--- config.mk ---
export PLATFORM = sky130hd
export DESIGN_NAME = acc_alu
export DESIGN_NICKNAME = d
export VERILOG_FILES = /design/src/rtl/acc_alu_pkg.sv /design/src/rtl/acc_alu_arith.sv /design/src/rtl/acc_alu_shift.sv /design/src/rtl/acc_alu_flags.sv /design/src/rtl/acc_alu.sv
export SDC_FILE = /design/constraint.sdc
export NUM_CORES = 1
export LEC_CHECK = 0
export BUFFER_PORTS_ARGS = -buffer_cell sky130_fd_sc_hd__buf_2
export CORE_MARGIN = 8
export CORE_UTILIZATION = 30
export CTS_CLUSTER_DIAMETER = 30
export DETAILED_ROUTE_END_ITERATION = 7
export PLACE_DENSITY = 0.52
export SETUP_SLACK_MARGIN = 0.4
export SYNTH_ARGS = -nofsm -noshare
export SYNTH_HDL_FRONTEND = slang
export SYNTH_HIERARCHICAL = 1
export SYNTH_SLANG_ARGS = --single-unit
export TNS_END_PERCENT = 1
--- constraint.sdc ---
create_clock -name clk_i -period 4.7 [get_ports clk_i]
set_input_delay 0.94 -clock clk_i [delete_from_list [all_inputs] [get_ports clk_i]]
set_output_delay 0.94 -clock clk_i [all_outputs]
set_load 0.02 [all_outputs]
--- src/rtl/acc_alu_pkg.sv ---
package acc_alu_pkg;
  localparam int OP_W = 4;

  typedef enum logic [OP_W-1:0] {
    OP_NOP = 4'd0,
    OP_CLR = 4'd1,
    OP_MVN = 4'd2,
    OP_ADD = 4'd3,
    OP_SUB = 4'd4,
    OP_AND = 4'd5,
    OP_ORR = 4'd6,
    OP_LSL = 4'd7,
    OP_LSR = 4'd8,
    OP_ASR = 4'd9,
    OP_ROL = 4'd10
  } alu_op_e;

  typedef enum logic [1:0] {
    SH_LSL,
    SH_LSR,
    SH_ASR,
    SH_ROL
  } shift_kind_e;

  // bit order: z n o c
  typedef struct packed {
    logic z;
    logic n;
    logic o;
    logic c;
  } flags_t;

  localparam int FLAG_N = $bits(flags_t);
endpackage

--- src/rtl/acc_alu_arith.sv ---
module acc_alu_arith #(
  parameter int WIDTH = 16
) (
  input  logic [WIDTH-1:0] a_i,
  input  logic [WIDTH-1:0] b_i,
  input  logic             sub_i,
  output logic [WIDTH-1:0] sum_o,
  output logic             carry_o,
  output logic             ovf_o
);
  logic [WIDTH-1:0] b_eff;
  logic [WIDTH:0]   ext;

  always_comb begin
    b_eff   = sub_i ? ~b_i : b_i;
    ext     = {1'b0, a_i} + {1'b0, b_eff} + {{WIDTH{1'b0}}, sub_i};
    sum_o   = ext[WIDTH-1:0];
    carry_o = ext[WIDTH];
    ovf_o   = (a_i[WIDTH-1] == b_eff[WIDTH-1]) && (sum_o[WIDTH-1] != a_i[WIDTH-1]);
  end
endmodule

--- src/rtl/acc_alu_shift.sv ---
module acc_alu_shift
  import acc_alu_pkg::*;
#(
  parameter int WIDTH = 16
) (
  input  logic [WIDTH-1:0] a_i,
  input  shift_kind_e      kind_i,
  output logic [WIDTH-1:0] res_o,
  output logic             cout_o
);
  localparam int MSB = WIDTH - 1;

  always_comb begin
    unique case (kind_i)
      SH_LSL: begin
        res_o  = {a_i[MSB-1:0], 1'b0};
        cout_o = a_i[MSB];
      end
      SH_LSR: begin
        res_o  = {1'b0, a_i[MSB:1]};
        cout_o = a_i[0];
      end
      SH_ASR: begin
        res_o  = {a_i[MSB], a_i[MSB:1]};
        cout_o = a_i[0];
      end
      default: begin
        res_o  = {a_i[MSB-1:0], a_i[MSB]};
        cout_o = a_i[MSB];
      end
    endcase
  end
endmodule

--- src/rtl/acc_alu_flags.sv ---
module acc_alu_flags
  import acc_alu_pkg::*;
(
  input  logic   clk_i,
  input  logic   rst_ni,
  input  flags_t upd_i,
  input  flags_t nxt_i,
  output flags_t flags_o
);
  logic [FLAG_N-1:0] upd_v, nxt_v, q_v;

  assign upd_v   = upd_i;
  assign nxt_v   = nxt_i;
  assign flags_o = q_v;

  // one enable per flag bit: untouched flags hold
  for (genvar i = 0; i < FLAG_N; i++) begin : g_flag
    always_ff @(posedge clk_i or negedge rst_ni) begin
      if (!rst_ni)       q_v[i] <= 1'b0;
      else if (upd_v[i]) q_v[i] <= nxt_v[i];
    end
  end
endmodule

--- src/rtl/acc_alu.sv ---
module acc_alu
  import acc_alu_pkg::*;
#(
  parameter int WIDTH = 16
) (
  input  logic             clk_i,
  input  logic             rst_ni,
  input  logic [OP_W-1:0]  op_i,
  input  logic [WIDTH-1:0] bus_i,
  output logic [WIDTH-1:0] ar_o,
  output logic             z_o,
  output logic             n_o,
  output logic             o_o,
  output logic             c_o
);
  alu_op_e          op;
  logic [WIDTH-1:0] ar_q, ar_d;
  logic             ar_we;
  logic [WIDTH-1:0] sum;
  logic             sum_c, sum_o;
  logic [WIDTH-1:0] sh_res;
  logic             sh_c;
  shift_kind_e      sh_kind;
  flags_t           upd, nxt, flags_q;

  assign op = alu_op_e'(op_i);

  acc_alu_arith #(.WIDTH(WIDTH)) u_arith (
    .a_i    (ar_q),
    .b_i    (bus_i),
    .sub_i  (op == OP_SUB),
    .sum_o  (sum),
    .carry_o(sum_c),
    .ovf_o  (sum_o)
  );

  always_comb begin
    unique case (op)
      OP_LSR:  sh_kind = SH_LSR;
      OP_ASR:  sh_kind = SH_ASR;
      OP_ROL:  sh_kind = SH_ROL;
      default: sh_kind = SH_LSL;
    endcase
  end

  acc_alu_shift #(.WIDTH(WIDTH)) u_shift (
    .a_i   (ar_q),
    .kind_i(sh_kind),
    .res_o (sh_res),
    .cout_o(sh_c)
  );

  always_comb begin
    ar_d  = ar_q;
    ar_we = 1'b0;
    upd   = '0;
    case (op)
      OP_CLR: begin ar_d = '0;            ar_we = 1'b1; upd.z = 1'b1; upd.n = 1'b1; end
      OP_MVN: begin ar_d = ~bus_i;        ar_we = 1'b1; end
      OP_ADD,
      OP_SUB: begin ar_d = sum;           ar_we = 1'b1; upd = '1; end
      OP_AND: begin ar_d = ar_q & bus_i;  ar_we = 1'b1; upd.z = 1'b1; upd.n = 1'b1; end
      OP_ORR: begin ar_d = ar_q | bus_i;  ar_we = 1'b1; upd.z = 1'b1; upd.n = 1'b1; end
      OP_LSL,
      OP_LSR,
      OP_ASR,
      OP_ROL: begin
        ar_d  = sh_res;
        ar_we = 1'b1;
        upd.z = 1'b1;
        upd.n = 1'b1;
        upd.c = 1'b1;
      end
      default: ;
    endcase
  end

  always_comb begin
    nxt.z = (ar_d == '0);
    nxt.n = ar_d[WIDTH-1];
    nxt.o = sum_o;
    nxt.c = (op == OP_ADD || op == OP_SUB) ? sum_c : sh_c;
  end

  always_ff @(posedge clk_i or negedge rst_ni) begin
    if (!rst_ni)    ar_q <= '0;
    else if (ar_we) ar_q <= ar_d;
  end

  acc_alu_flags u_flags (
    .clk_i  (clk_i),
    .rst_ni (rst_ni),
    .upd_i  (upd),
    .nxt_i  (nxt),
    .flags_o(flags_q)
  );

  assign ar_o = ar_q;
  assign z_o  = flags_q.z;
  assign n_o  = flags_q.n;
  assign o_o  = flags_q.o;
  assign c_o  = flags_q.c;
endmodule

# Word level (Yosys, flattened, before mapping)
# Index checks and enable logic that the tools add are counted.
[totals]
register_bits = 20
latch_bits = 0
mem_bits_rw = 0
mem_bits_ro = 0
out_inout_bits = 20
mem_count = 0
[classes]
add_sub_neg = 2
n_mul = 0
div = 0
n_lt_le_gt_ge = 0
n_eq_ne = 14
n_shift = 0
n_mux = 10
n_bitwise = 3
n_reduce_logical = 10
[ops]
columns = ["op", "count"]
rows = [
  ["16-bit one-hot mux with 6 select lines", 1],
  ["16-bit one-hot mux with 3 select lines", 1],
  ["16-bit by 16-bit adder with 17-bit output", 1],
  ["17-bit by 1-bit adder with 17-bit output", 1],
  ["16-bit AND", 1],
  ["4-bit by 3-bit equality test with 1-bit output (second input constant)", 4],
  ["16-bit zero test", 1],
  ["16-bit 2-to-1 mux", 1],
  ["16-bit inverter", 1],
  ["16-bit OR", 1],
  ["4-bit equality test (second input constant)", 3],
  ["10-bit OR reduction", 1],
  ["9-bit OR reduction", 1],
  ["4-bit by 2-bit equality test with 1-bit output (second input constant)", 2],
  ["2-bit one-hot mux with 3 select lines", 1],
  ["6-bit OR reduction", 1],
  ["1-bit 2-to-1 mux", 5],
  ["4-bit by 1-bit equality test with 1-bit output (second input constant)", 1],
  ["2-bit OR reduction", 2],
  ["4-bit OR reduction", 1],
  ["2-bit by 1-bit equality test with 1-bit output (second input constant)", 1],
  ["2-bit equality test (second input constant)", 1],
  ["2-bit zero test", 1],
  ["2-bit 2-to-1 mux", 1],
  ["4 further kinds", 4],
]

# Depth between registers and ports, before layout
[depth]
depth_word = 6
depth_mapped = 21

# Modules after synthesis
# Netlist, hierarchy kept.
[by_module_without_submodules]
columns = ["mod", "n_inst", "cells_per_inst", "area_each_um2", "seq_area_each_um2"]
rows = [
  ["acc_alu", 1, 252, 1870.5, 400.4],
  ["acc_alu_arith", 1, 115, 929.6, 0.0],
  ["acc_alu_shift", 1, 31, 262.8, 0.0],
  ["acc_alu_flags", 1, 8, 160.2, 100.1],
]

# Least setup slack after synthesis
# Ideal clock, no wire load.
[synth_timing]
path_type = "input-to-reg"
start = "input port op_i[0]"
end = "register u_flags.q_v[3], in the netlist u_flags/flags_o[3]"
setup_time_ns = 0.064
arrival_ns = 4.871
t_required_ns = 4.636
setup_slack_ns = -0.235
cell_stages = 21
path_cell_list = "buf_6 nor2_1 clkbuf_1 and2_1 buf_6 buf_2 xor2_1 ha_1 nor2b_1 o311ai_1 nand2_1 a41o_1 o21bai_2 xnor2_1 nand2b_1 a21oi_1 a21oi_1 o32a_1 nor4_1 and4_1 mux2_4"
[synth_rtl]
columns = ["item", "line_no", "source"]
rows = [
  ["start: declaration", "acc_alu.sv:8", "input logic [OP_W-1:0] op_i,"],
  ["end signal: indexed assignment", "acc_alu_flags.sv:20", "else if (upd_v[i]) q_v[i] <= nxt_v[i];"],
  ["end: declaration", "acc_alu_flags.sv:10", "logic [FLAG_N-1:0] upd_v, nxt_v, q_v;"],
]

==> results by group <==
Cells and area
  • Ant diodes: 0
  • Area Overhead vs Synth: 20.30%
  • Layout cells sized above 1: 28.41%
  • Non-Filler Instances: 587
  • # fillers: 1128
  • Multi-input gate area: 0.002634 mm2
  • Final nets: 491
  • Register area: 500.5 um2

Power and ir drop
  • Worst VDD drop: 0.0001403 V
  • Clock power frac: 12.0%
  • Combinational share of power: 68.5%
  • Leakage: 1.597 nW
  • Pwr dens: 384.6 mW/mm2
  • Sw Ratio: 45.63%
  • Pint: 0.8108 mW
  • NetSw: 0.6806 mW
  • Reg power frac: 19.6%
  • Total power: 1.491 mW

Routing
  • Vias: 3501
  • DRT antenna net count: 0
  • Drt drc: 0
  • Routed wire length: 12.21 mm
  • Drt first pass iters: 5
  • DR WL/cell: 20.79 um
  • Vias per cell: 5.964
  • DRT iter0 DRCs: 307

Worst setup path
  • Critical R2R Launch: ar_o[0]
  • Crit Path Category: primary input to flop
  • FF-to-FF path depth: 17
  • RR Endpoint: u_flags/flags_o[3]
  • Worst setup SP type: primary input
  • Setup crit start: op_i[2]
  • Required time of the critical path: 4.91 ns
  • Reg-to-reg setup timing slack: 1.11 ns
  • Critical path capture point type: flop
  • Worst-path fanout max: 8
  • CP arrival: 4.46 ns

STA
  • Slew Limit Fails: 0
  • Clock skew: 0.002062 ns
  • Final Hold Fails: 0
  • Final WS setup: 0.4550 ns
  • Period utilisation layout: 90.32%
  • Tightest Pin Transition: 1.054 ns
  • # setup viols final: 0
  • Worst relative slew slack: 29.72%
  • Fin crit period: 4.245 ns
  • Unrepaired setup endpoints after global routing: true
  • Fmax: 235.6 MHz
  • Sum Neg Setup Slack: 0 ns
  • Final hold slack: 0.5132 ns

Logic synthesis
  • Largest family of logic cells by synthesized area: compound AO/OA/AOI/OAI gates
  • Compound-Gate Fraction of Synth Area: 38.86%
  • Mux cell area share after synthesis: 3.494%
  • Synth Instances: 406
  • Mapped Avg Cell Area: 7.939 um2
  • Synthesized area: 0.003223 mm2
  • Synth Area in Simple Gates: 17.70%
  • Post-Synth Adder-Cell Area: 8.385%
  • Ys flop type: dfrtp_1
  • Synth cell types: 53
  • Async SR Flop Fraction: 100.0%
  • Number of synthesized flops with an enable pin: 0
  • Syn nets: 449
  • Post-Synth XOR/XNOR Area: 8.152%
  • Yosys warns: 6
  • Yosys reg bits: 20
  • Sequential share of the synthesized area: 15.53%

Placed design
  • Pre-CTS WS: -0.1527 ns
  • PortBufs: 41
  • HPWL after DPL: 8.067 mm
  • GPL Wtd Cong: 0.8874
  • Cell count after placement: 564

Min path
  • Hold Path Class: flop to flop
  • Hold Crit Start: u_flags/flags_o[0]
  • Hold depth: 1
  • Hold Crit Endpoint: u_flags/flags_o[0]

Die
  • I/O pin total: 42
  • Die W: 119.7 um
  • Die area: 0.01432 mm2
  • Core ar.: 0.01065 mm2
  • Initial Utilization: 30.26%
  • Die Ht: 119.7 um
  • Row count: 38

Global route
  • Largest net degree at the start of global routing: 47
  • Vias in the first global route: 3293
  • GR Util All Layers: 15.78%
  • Total gr overflow: 0
  • First-pass GRT wire length: 18.37 mm
  • Initial antenna violation count: 0

Outcome
  • Status: finished, final reports clean

CTS
  • Root buffer cell: clkbuf_8
  • CTS tree: done
  • H-tree depth: 1
  • Worst-Skew Late Latency: 0.27 ns
  • CTS max path bufs: 2
  • Clock transition at path regs: 0.08 ns
  • Total CTS buffers: 3
  • Sink Count: 20

Flow run
  • Max-cap violation count: 0
## worst max-delay path by stage
stage	endpoint	slack, ns	cells after the start
floorplan	u_flags/flags_o[3]	0.20	21
global placement	u_flags/flags_o[3]	-0.07	19
detailed placement	u_flags/flags_o[3]	-0.15	19
CTS	u_flags/flags_o[3]	0.40	18
global route	u_flags/flags_o[3]	0.29	20
finish	u_flags/flags_o[3]	0.45	20
## timing repair
item	4_1_cts	5_1_grt
endpoints found under the setup margin	1	1
resized for setup	10	24
hold buffers	0	0
pin swaps	12	35
buffers inserted	6	13
## state kept, by name (all words and copies together) (netlist names)
name             count
u_flags/flags_o      4
ar_o                16
## cells in the mapped netlist, drive strengths merged, types with 2 or more instances
library cell / count / area, um2
nand2b: 18 / 112.6
buf: 25 / 192.7
a21oi: 66 / 334.1
inv: 7 / 26.28
nand3: 5 / 37.54
o22ai: 17 / 106.4
xor2: 21 / 183.9
o21bai: 2 / 18.77
nand2: 32 / 120.1
nor4: 5 / 31.28
a22o: 14 / 122.6
o21a: 2 / 15.01
and2: 4 / 25.02
ha: 20 / 250.2
o21ai: 9 / 48.80
clkbuf: 9 / 35.03
xnor2: 9 / 78.83
o32a: 17 / 170.2
a2bb2oi: 14 / 166.4
dfrtp: 20 / 500.5
a21o: 2 / 15.01
a211oi: 2 / 25.02
nor2: 34 / 127.6
mux2: 8 / 112.6
nor2b: 7 / 43.79
o21ba: 2 / 20.02
or2: 3 / 18.77
or3: 2 / 12.51
a22oi: 17 / 127.6
## layer usage
layer | routed length (um) | GRT usage [%] | vias to the layer above
met5 | 0 | 0 | -
met1 | 5460 | 21.77 | 1678
li1 | - | - | 1597
met4 | 235 | 5.152 | 0
met2 | 5435 | 24.14 | 203
met3 | 1074 | 3.006 | 23
## cell families (layout without fill, tap and decap cells)
family / Yosys count / in the layout
AOI/OAI and AO/OA: 171 / 171
buffers and inverters: 41 / 82
and+or+nand+nor: 115 / 115
adders and majority gates: 21 / 21
muxes: 8 / 8
xor gates and xnor gates: 30 / 30
DFF: 20 / 20
## critical path, stage by stage
cell,delay [ns]
buf_6,0.09
and2b_1,0.16
and2_4,0.19
buf_6,0.14
buf_12,0.14
xor2_1,0.16
ha_1,0.37
a21oi_2,0.19
o21ai_1,0.07
a41o_1,0.24
buf_6,0.13
o21ai_4,0.16
xnor2_2,0.10
nand2b_4,0.15
a21oi_2,0.14
a21oi_1,0.06
o32a_1,0.36
nor4_2,0.29
and4_1,0.22
mux2_4,0.14
## layout by cell type (no fill, tap or decap), types with 3 or more instances in the layout
| master | synthesis | routed |
|---|---|---|
| a2bb2oi_2 | 7 | 7 |
| buf_4 | 1 | 25 |
| inv_1 | 7 | 6 |
| o32a_1 | 17 | 17 |
| nand2_1 | 32 | 31 |
| xor2_2 | 0 | 3 |
| buf_6 | 8 | 6 |
| a22oi_1 | 17 | 17 |
| clkbuf_8 | 0 | 3 |
| a22o_1 | 14 | 14 |
| nor4_1 | 5 | 3 |
| a21oi_2 | 1 | 6 |
| a21oi_1 | 65 | 60 |
| nor2b_1 | 7 | 6 |
| nor2_1 | 34 | 33 |
| o22ai_1 | 17 | 17 |
| buf_2 | 15 | 39 |
| xnor2_1 | 9 | 7 |
| nand2b_1 | 18 | 16 |
| a2bb2oi_1 | 7 | 7 |
| nand3_1 | 4 | 4 |
| xor2_1 | 21 | 18 |
| mux2_4 | 6 | 6 |
| dfrtp_1 | 20 | 20 |
| ha_1 | 20 | 18 |
| o21ai_0 | 8 | 6 |
## power by group through the flow
| stage | Sequential [mW] | Combinational [mW] | Clock (mW) |
|---|---|---|---|
| after floorplan | 0.318 | 0.612 | 0 |
| after global placement | 0.293 | 0.853 | 0 |
| after detailed placement | 0.294 | 0.858 | 0 |
| after CTS | 0.290 | 0.902 | 0.182 |
| after global routing | 0.298 | 1.09 | 0.185 |
| final | 0.292 | 1.02 | 0.178 |
## area by class of cell
cell class | instances | area share [%]
inverters | 7 | 0.6776
clock inverters | 1 | 0.7744
repair buffers | 71 | 12.13
multi-input cells | 345 | 67.93
well taps | 140 | 4.518
flip-flops and latches | 20 | 12.91
clock buffers | 3 | 1.065
## metrics by stage
step | instance area, um2 | utilization, %
after floorplan | 3274 | -
after global placement | 3488 | 32.75
after detailed placement | 3488 | 32.75
after CTS | 3652 | 34.29
after global routing | 3877 | 36.41
final | 3877 | 36.41
Note: power is estimated with default switching activity, not from simulation.
